### src/rtl/q15mul_pkg.sv
package q15mul_pkg;

    typedef enum logic [1:0] {
        OP_INT       = 2'b00,
        OP_FRAC_EXT  = 2'b01,
        OP_FRAC_PACK = 2'b10,
        OP_BAD       = 2'b11
    } op_e;

    localparam int CFG_W        = 3;
    localparam int CFG_RND_BIT  = 1;
    localparam int CFG_BIAS_BIT = 2;
    localparam int NLANE        = 2;
    localparam int LANE_LEFT    = 1;
    localparam int LANE_RIGHT   = 0;

endpackage

### src/rtl/q15mul_operand_sel.sv
module q15mul_operand_sel
    import q15mul_pkg::*;
#(
    parameter  int LANE_W = 16,
    localparam int WORD_W = 2 * LANE_W
) (
    input  logic [WORD_W-1:0]             src_a,
    input  logic [WORD_W-1:0]             src_b,
    input  logic [1:0]                    pair_sel,
    output logic [NLANE-1:0][LANE_W-1:0]  op_a,
    output logic [NLANE-1:0][LANE_W-1:0]  op_b
);

    logic [LANE_W-1:0] a_lo, a_hi, b_lo, b_hi;

    assign a_lo = src_a[LANE_W-1:0];
    assign a_hi = src_a[WORD_W-1:LANE_W];
    assign b_lo = src_b[LANE_W-1:0];
    assign b_hi = src_b[WORD_W-1:LANE_W];

    // Left lane always takes the high half of b, right lane the low half.
    always_comb begin
        op_a[LANE_LEFT]  = pair_sel[0] ? a_lo : a_hi;
        op_b[LANE_LEFT]  = b_hi;
        op_a[LANE_RIGHT] = pair_sel[1] ? a_hi : a_lo;
        op_b[LANE_RIGHT] = b_lo;
    end

endmodule

### src/rtl/q15mul_mul_stage.sv
module q15mul_mul_stage
    import q15mul_pkg::*;
#(
    parameter  int LANE_W = 16,
    localparam int PROD_W = 2 * LANE_W
) (
    input  logic                          clk,
    input  logic                          rst,
    input  logic                          in_valid,
    input  logic [1:0]                    in_op,
    input  logic [CFG_W-1:0]              in_cfg,
    input  logic [NLANE-1:0][LANE_W-1:0]  op_a,
    input  logic [NLANE-1:0][LANE_W-1:0]  op_b,
    output logic                          s1_valid,
    output logic [1:0]                    s1_op,
    output logic [CFG_W-1:0]              s1_cfg,
    output logic [NLANE-1:0][PROD_W-1:0]  s1_prod
);

    logic [NLANE-1:0][PROD_W-1:0] prod_d;

    for (genvar g = 0; g < NLANE; g++) begin : g_lane
        logic [PROD_W-1:0] ext_a, ext_b;
        // Sign extension to full product width keeps the low PROD_W bits exact.
        assign ext_a     = {{LANE_W{op_a[g][LANE_W-1]}}, op_a[g]};
        assign ext_b     = {{LANE_W{op_b[g][LANE_W-1]}}, op_b[g]};
        assign prod_d[g] = ext_a * ext_b;
    end

    always_ff @(posedge clk) begin
        if (rst) begin
            s1_valid <= 1'b0;
        end else begin
            s1_valid <= in_valid;
        end
    end

    always_ff @(posedge clk) begin
        if (in_valid) begin
            s1_op   <= in_op;
            s1_cfg  <= in_cfg;
            s1_prod <= prod_d;
        end
    end

endmodule

### src/rtl/q15mul_scale_round.sv
module q15mul_scale_round #(
    parameter  int LANE_W = 16,
    localparam int PROD_W = 2 * LANE_W
) (
    input  logic [PROD_W-1:0] prod,
    input  logic              frac,
    input  logic              rnd_en,
    input  logic              tie_even,
    output logic [PROD_W-1:0] res
);

    localparam logic [PROD_W-1:0] HALF = PROD_W'(1) << (LANE_W - 1);

    logic [PROD_W-1:0] scaled;
    logic              is_tie;
    logic              add_bias;

    always_comb begin
        scaled   = frac ? {prod[PROD_W-2:0], 1'b0} : prod;
        // Exact half with an even kept LSB: bit LANE_W clear, lower bits = HALF.
        is_tie   = (scaled[LANE_W:0] == HALF[LANE_W:0]);
        add_bias = frac && rnd_en && !(tie_even && is_tie);
        res      = add_bias ? (scaled + HALF) : scaled;
    end

endmodule

### src/rtl/q15_dual_mul.sv
module q15_dual_mul
    import q15mul_pkg::*;
#(
    parameter  int LANE_W = 16,
    localparam int WORD_W = 2 * LANE_W
) (
    input  logic              clk,
    input  logic              rst,
    input  logic              in_valid,
    input  logic [1:0]        mode,
    input  logic [1:0]        pair_sel,
    input  logic [2:0]        rnd_cfg,
    input  logic [WORD_W-1:0] src_a,
    input  logic [WORD_W-1:0] src_b,
    output logic              out_valid,
    output logic              illegal_op,
    output logic [WORD_W-1:0] dst0,
    output logic [WORD_W-1:0] dst1,
    output logic              dst1_wr
);

    logic [NLANE-1:0][LANE_W-1:0] op_a, op_b;
    logic                         s1_valid;
    logic [1:0]                   s1_op;
    logic [CFG_W-1:0]             s1_cfg;
    logic [NLANE-1:0][WORD_W-1:0] s1_prod;
    logic [NLANE-1:0][WORD_W-1:0] lane_res;
    op_e                          s1_kind;
    logic                         frac, rnd_en, tie_even;

    q15mul_operand_sel #(.LANE_W(LANE_W)) sel_i (
        .src_a    (src_a),
        .src_b    (src_b),
        .pair_sel (pair_sel),
        .op_a     (op_a),
        .op_b     (op_b)
    );

    q15mul_mul_stage #(.LANE_W(LANE_W)) mul_i (
        .clk      (clk),
        .rst      (rst),
        .in_valid (in_valid),
        .in_op    (mode),
        .in_cfg   (rnd_cfg),
        .op_a     (op_a),
        .op_b     (op_b),
        .s1_valid (s1_valid),
        .s1_op    (s1_op),
        .s1_cfg   (s1_cfg),
        .s1_prod  (s1_prod)
    );

    assign s1_kind  = op_e'(s1_op);
    assign frac     = (s1_kind == OP_FRAC_EXT) || (s1_kind == OP_FRAC_PACK);
    assign rnd_en   = s1_cfg[CFG_RND_BIT];
    assign tie_even = (s1_kind == OP_FRAC_PACK) && !s1_cfg[CFG_BIAS_BIT];

    for (genvar g = 0; g < NLANE; g++) begin : g_round
        q15mul_scale_round #(.LANE_W(LANE_W)) rnd_i (
            .prod     (s1_prod[g]),
            .frac     (frac),
            .rnd_en   (rnd_en),
            .tie_even (tie_even),
            .res      (lane_res[g])
        );
    end

    // Output-stage next values, chosen by the carried operation kind.
    logic              nxt_valid, nxt_ill, nxt_wr;
    logic [WORD_W-1:0] nxt_d0, nxt_d1;

    always_comb begin
        nxt_valid = 1'b0;
        nxt_ill   = 1'b0;
        nxt_wr    = 1'b0;
        nxt_d0    = dst0;
        nxt_d1    = dst1;
        if (s1_valid) begin
            unique case (s1_kind)
                OP_INT, OP_FRAC_EXT: begin
                    nxt_valid = 1'b1;
                    nxt_wr    = 1'b1;
                    nxt_d0    = lane_res[LANE_LEFT];
                    nxt_d1    = lane_res[LANE_RIGHT];
                end
                OP_FRAC_PACK: begin
                    nxt_valid = 1'b1;
                    nxt_d0    = {lane_res[LANE_LEFT][WORD_W-1:LANE_W],
                                 lane_res[LANE_RIGHT][WORD_W-1:LANE_W]};
                end
                OP_BAD: begin
                    nxt_ill = 1'b1;
                end
                default: ;
            endcase
        end
    end

    always_ff @(posedge clk) begin
        if (rst) begin
            out_valid  <= 1'b0;
            illegal_op <= 1'b0;
            dst1_wr    <= 1'b0;
            dst0       <= '0;
            dst1       <= '0;
        end else begin
            out_valid  <= nxt_valid;
            illegal_op <= nxt_ill;
            dst1_wr    <= nxt_wr;
            dst0       <= nxt_d0;
            dst1       <= nxt_d1;
        end
    end

endmodule

### config.mk
export PLATFORM = sky130hd
export DESIGN_NAME = q15_dual_mul
export DESIGN_NICKNAME = d
export VERILOG_FILES = /design/src/rtl/q15mul_pkg.sv /design/src/rtl/q15mul_operand_sel.sv /design/src/rtl/q15mul_mul_stage.sv /design/src/rtl/q15mul_scale_round.sv /design/src/rtl/q15_dual_mul.sv
export SDC_FILE = /design/constraint.sdc
export NUM_CORES = 2
export LEC_CHECK = 0
export ABC_CLOCK_PERIOD_IN_PS = 15950
export BUFFER_PORTS_ARGS = -buffer_cell sky130_fd_sc_hd__buf_2
export CAP_MARGIN = 20
export CORE_MARGIN = 4
export CORE_UTILIZATION = 25
export DETAILED_ROUTE_END_ITERATION = 8
export PLACE_DENSITY_LB_ADDON = 0.3
export SYNTH_ARGS = -nofsm -noshare
export SYNTH_HDL_FRONTEND = slang
export SYNTH_SLANG_ARGS = --single-unit
export TNS_END_PERCENT = 30
### constraint.sdc
create_clock -name clk -period 15.95 [get_ports clk]
set_clock_uncertainty 0.2 [all_clocks]
set_input_delay 3.19 -clock clk [delete_from_list [all_inputs] [get_ports clk]]
set_output_delay 3.19 -clock clk [all_outputs]
set_load 0.01 [all_outputs]
==> out/qor.yml <==
outcome:
  status: "complete, no violations"
setup_path:
  path_delay_family: "adder cells"
  cp-start-kind: "primary input"
  arrival_ps: 9870
  reg2reg_depth: 9
  r2r_slack_ps: 11480
  regToRegStartpoint: "mul_i.s1_op[0]"
  crit_path_max_incr_delay_ps: 980
  path_cells: "buf_2 -> mux2_2 -> nand2_1 -> inv_1 -> fa_1 -> fa_1 -> fa_1 -> fa_1 -> fa_1 -> inv_1 -> fa_1 -> inv_1 -> ha_1 -> nand4_1 -> nor2_1 -> nand3_1 -> a31oi_1 -> o31ai_1 -> o21bai_1 -> a21oi_1 -> xnor2_1"
  cp.depth: 21
  end_kind: "flip-flop"
  path_buf_inv: 4
  critPathCapture: "mul_i.s1_prod[63]"
  reg2reg_to: "dst0[8]"
  critPathKind: "in2reg"
  cp_max_fo: 16
  cp_common_cell: "fa_1"
  worst_ep_required_time_ps: 15900
  crit_start: "pair_sel[0]"
  crit_slowest_cell: "fa_1"
yosys:
  synth.largest_area_cell: "fa_1"
  synth_top_flop_cell: "edfxtp_1"
  synth_most_common_cell: "inv_1"
  synth_cell_types: 73
  synth_cells: 2764
  postSynthAreaPerCell_um2: 9.43
  synth_top_area_frac: 0.402
  async_flop_share: 0
  synth_nets: 3533
  ys_ff_latch: 136
  synthesis.area_um2: 26100
  ys_top_cells_by_count: "inv_1, fa_1, nand2_1"
  ys_top_cells_by_area: "fa_1, inv_1, ha_1"
  synth_edf_count: 68
  synth_seq_area_share: 0.131
  ys_warn_count: 0
clocking:
  cts-root-buf: "clkbuf_16"
  cts_made_buffers: 17
  cts_sinks: 136
  cts_htree_levels: 4
  hold_buffers: 0
  cts_tree: "done"
  path_clk_slew_ps: 60
  clock_latency_ps: 440
  cts.path.max_buffers: 2
  cts.repair.resized: 0
  cts_setup_buffers: 0
grt:
  grt_overflow_total: 0
  grt_use_total: 0.132
  grt_max_degree: 70
  grt_pass1_wl_mm: 113
  grt_pass1_vias: 19600
  grt_antenna_before_repair: 39
layout:
  final-seq-area_um2: 3400
  area_growth_syn_to_layout_pct: 10.4
  finalNetCount: 3597
  multi_input_area_um2: 20000
  n_fill_cell: 11000
  drive_above_1_share: 0.0887
floorplan:
  io_pins: 141
  num_rows: 118
  die_height_um: 331
  start_util: 0.252
  die_area_um2: 110000
  die_x_um: 331
  coreArea_um2: 103000
detailed_routing:
  dr.pass1.iters: 5
  drcViolationCount: 0
  via_count: 18100
  viasPerCell: 4.25
  wl_mm: 69.6
  first_iter_violations: 884
  wl_per_cell_um: 16.4
  ant_nets: 0
timing:
  min_period_ps: 9910
  final.setup.tns_ps: 0
  fmax_mhz: 101
  rsz0062_at_grt: "false"
  setup_violations: 0
  hold_viol: 0
  finalCritPeriodShare: 0.622
  maxSlewViolCount: 0
  tightestPinTransition_ps: 991
  max-slew-margin-rel: 0.333
place:
  port-buffer-count: 139
  place.gp.congestion: 0.802
  dp_hpwl_mm: 58.0
run:
  cap_violations: 0
hold_path:
  worstHoldStart: "dst1[0]"
  min_path_type: "reg2reg"
==> registers in the layout, indices dropped and copies added (netlist names) <==
| register | flops |
|---|---|
| mul_i.s1_prod | 64 |
| dst0 | 32 |
| dst1 | 32 |
| mul_i.s1_cfg | 2 |
| mul_i.s1_op | 2 |
| dst1_wr | 1 |
| illegal_op | 1 |
| mul_i.s1_valid | 1 |
| out_valid | 1 |
==> area by class of cell <==
| type | instances | area share |
|---|---|---|
| Clock buffer | 18 | 0.0149 |
| Sequential cell | 136 | 0.118 |
| Multi-Input combinational cell | 1934 | 0.696 |
| Antenna cell | 27 | 0.00235 |
| Timing Repair Buffer | 149 | 0.0268 |
| Tap cell | 1380 | 0.0600 |
| Clock inverter | 14 | 0.00487 |
| Inverter | 590 | 0.0770 |
==> worst min path at each step <==
stage | depth (start not counted) | to
after floorplan | 2 | dst0[27]
after global placement | 2 | dst0[27]
after detailed placement | 2 | dst0[27]
after CTS | 2 | dst1[0]
after global routing | 2 | dst1[0]
final | 2 | dst1[0]
==> through the flow <==
step	worst slack, ps	cell area (um^2)	cells	util	hold slack [ps]
floorplan	5920	26100	2764	-	275
global placement	5490	28100	4189	0.272	237
detailed placement	5480	28100	4189	0.272	236
CTS	5940	28700	4221	0.277	251
global route	5480	28800	4240	0.278	267
finish	6040	28800	4248	0.278	246
==> tightest hold or removal path: cells and delay by family (launching register included) <==
family	cells	cell delay [ps]
compound gates	1	50
simple gates	1	50
flops	1	300
==> cells in the final DEF (no fill, tap or decap), drive strengths merged, types with 6 or more instances in the layout <==
cell	instances
and2	214
ha	171
nand3	25
o21ai	38
o21bai	8
a21o	18
and3	15
inv	596
fa	524
o21a	8
buf	149
nor2	89
diode	27
nand4	13
nor4	10
mux2i	39
o31ai	6
nor3	20
a211oi	25
dfxtp	68
nand2	344
a21oi	87
edfxtp	68
a31oi	12
xor2	27
nor2b	31
xnor2	72
mux2	39
o211ai	13
nand2b	10
or2	14
clkbuf	18
==> logic make-up after synthesis <==
group                      count (synthesis)  synth area share
DFF                                      136             0.131
and+or+nand+nor                          801             0.151
xor gates and xnor gates                  99            0.0333
adders and majority gates                695             0.484
buffers and inverters                    694             0.102
AOI/OAI and AO/OA                        259            0.0652
muxes                                     80            0.0335
==> layer usage <==
layer / share of wire / vias up / track usage
met5: 0.0014 / - / 0
met4: 0.012 / 14 / 0.0246
met3: 0.061 / 54 / 0.0282
met2: 0.45 / 348 / 0.212
met1: 0.48 / 9010 / 0.184
li1: - / 8641 / -
Power is left out: the tool's default activity adds up to more than one toggle a clock period on the data nets, which glitch-free logic cannot reach.
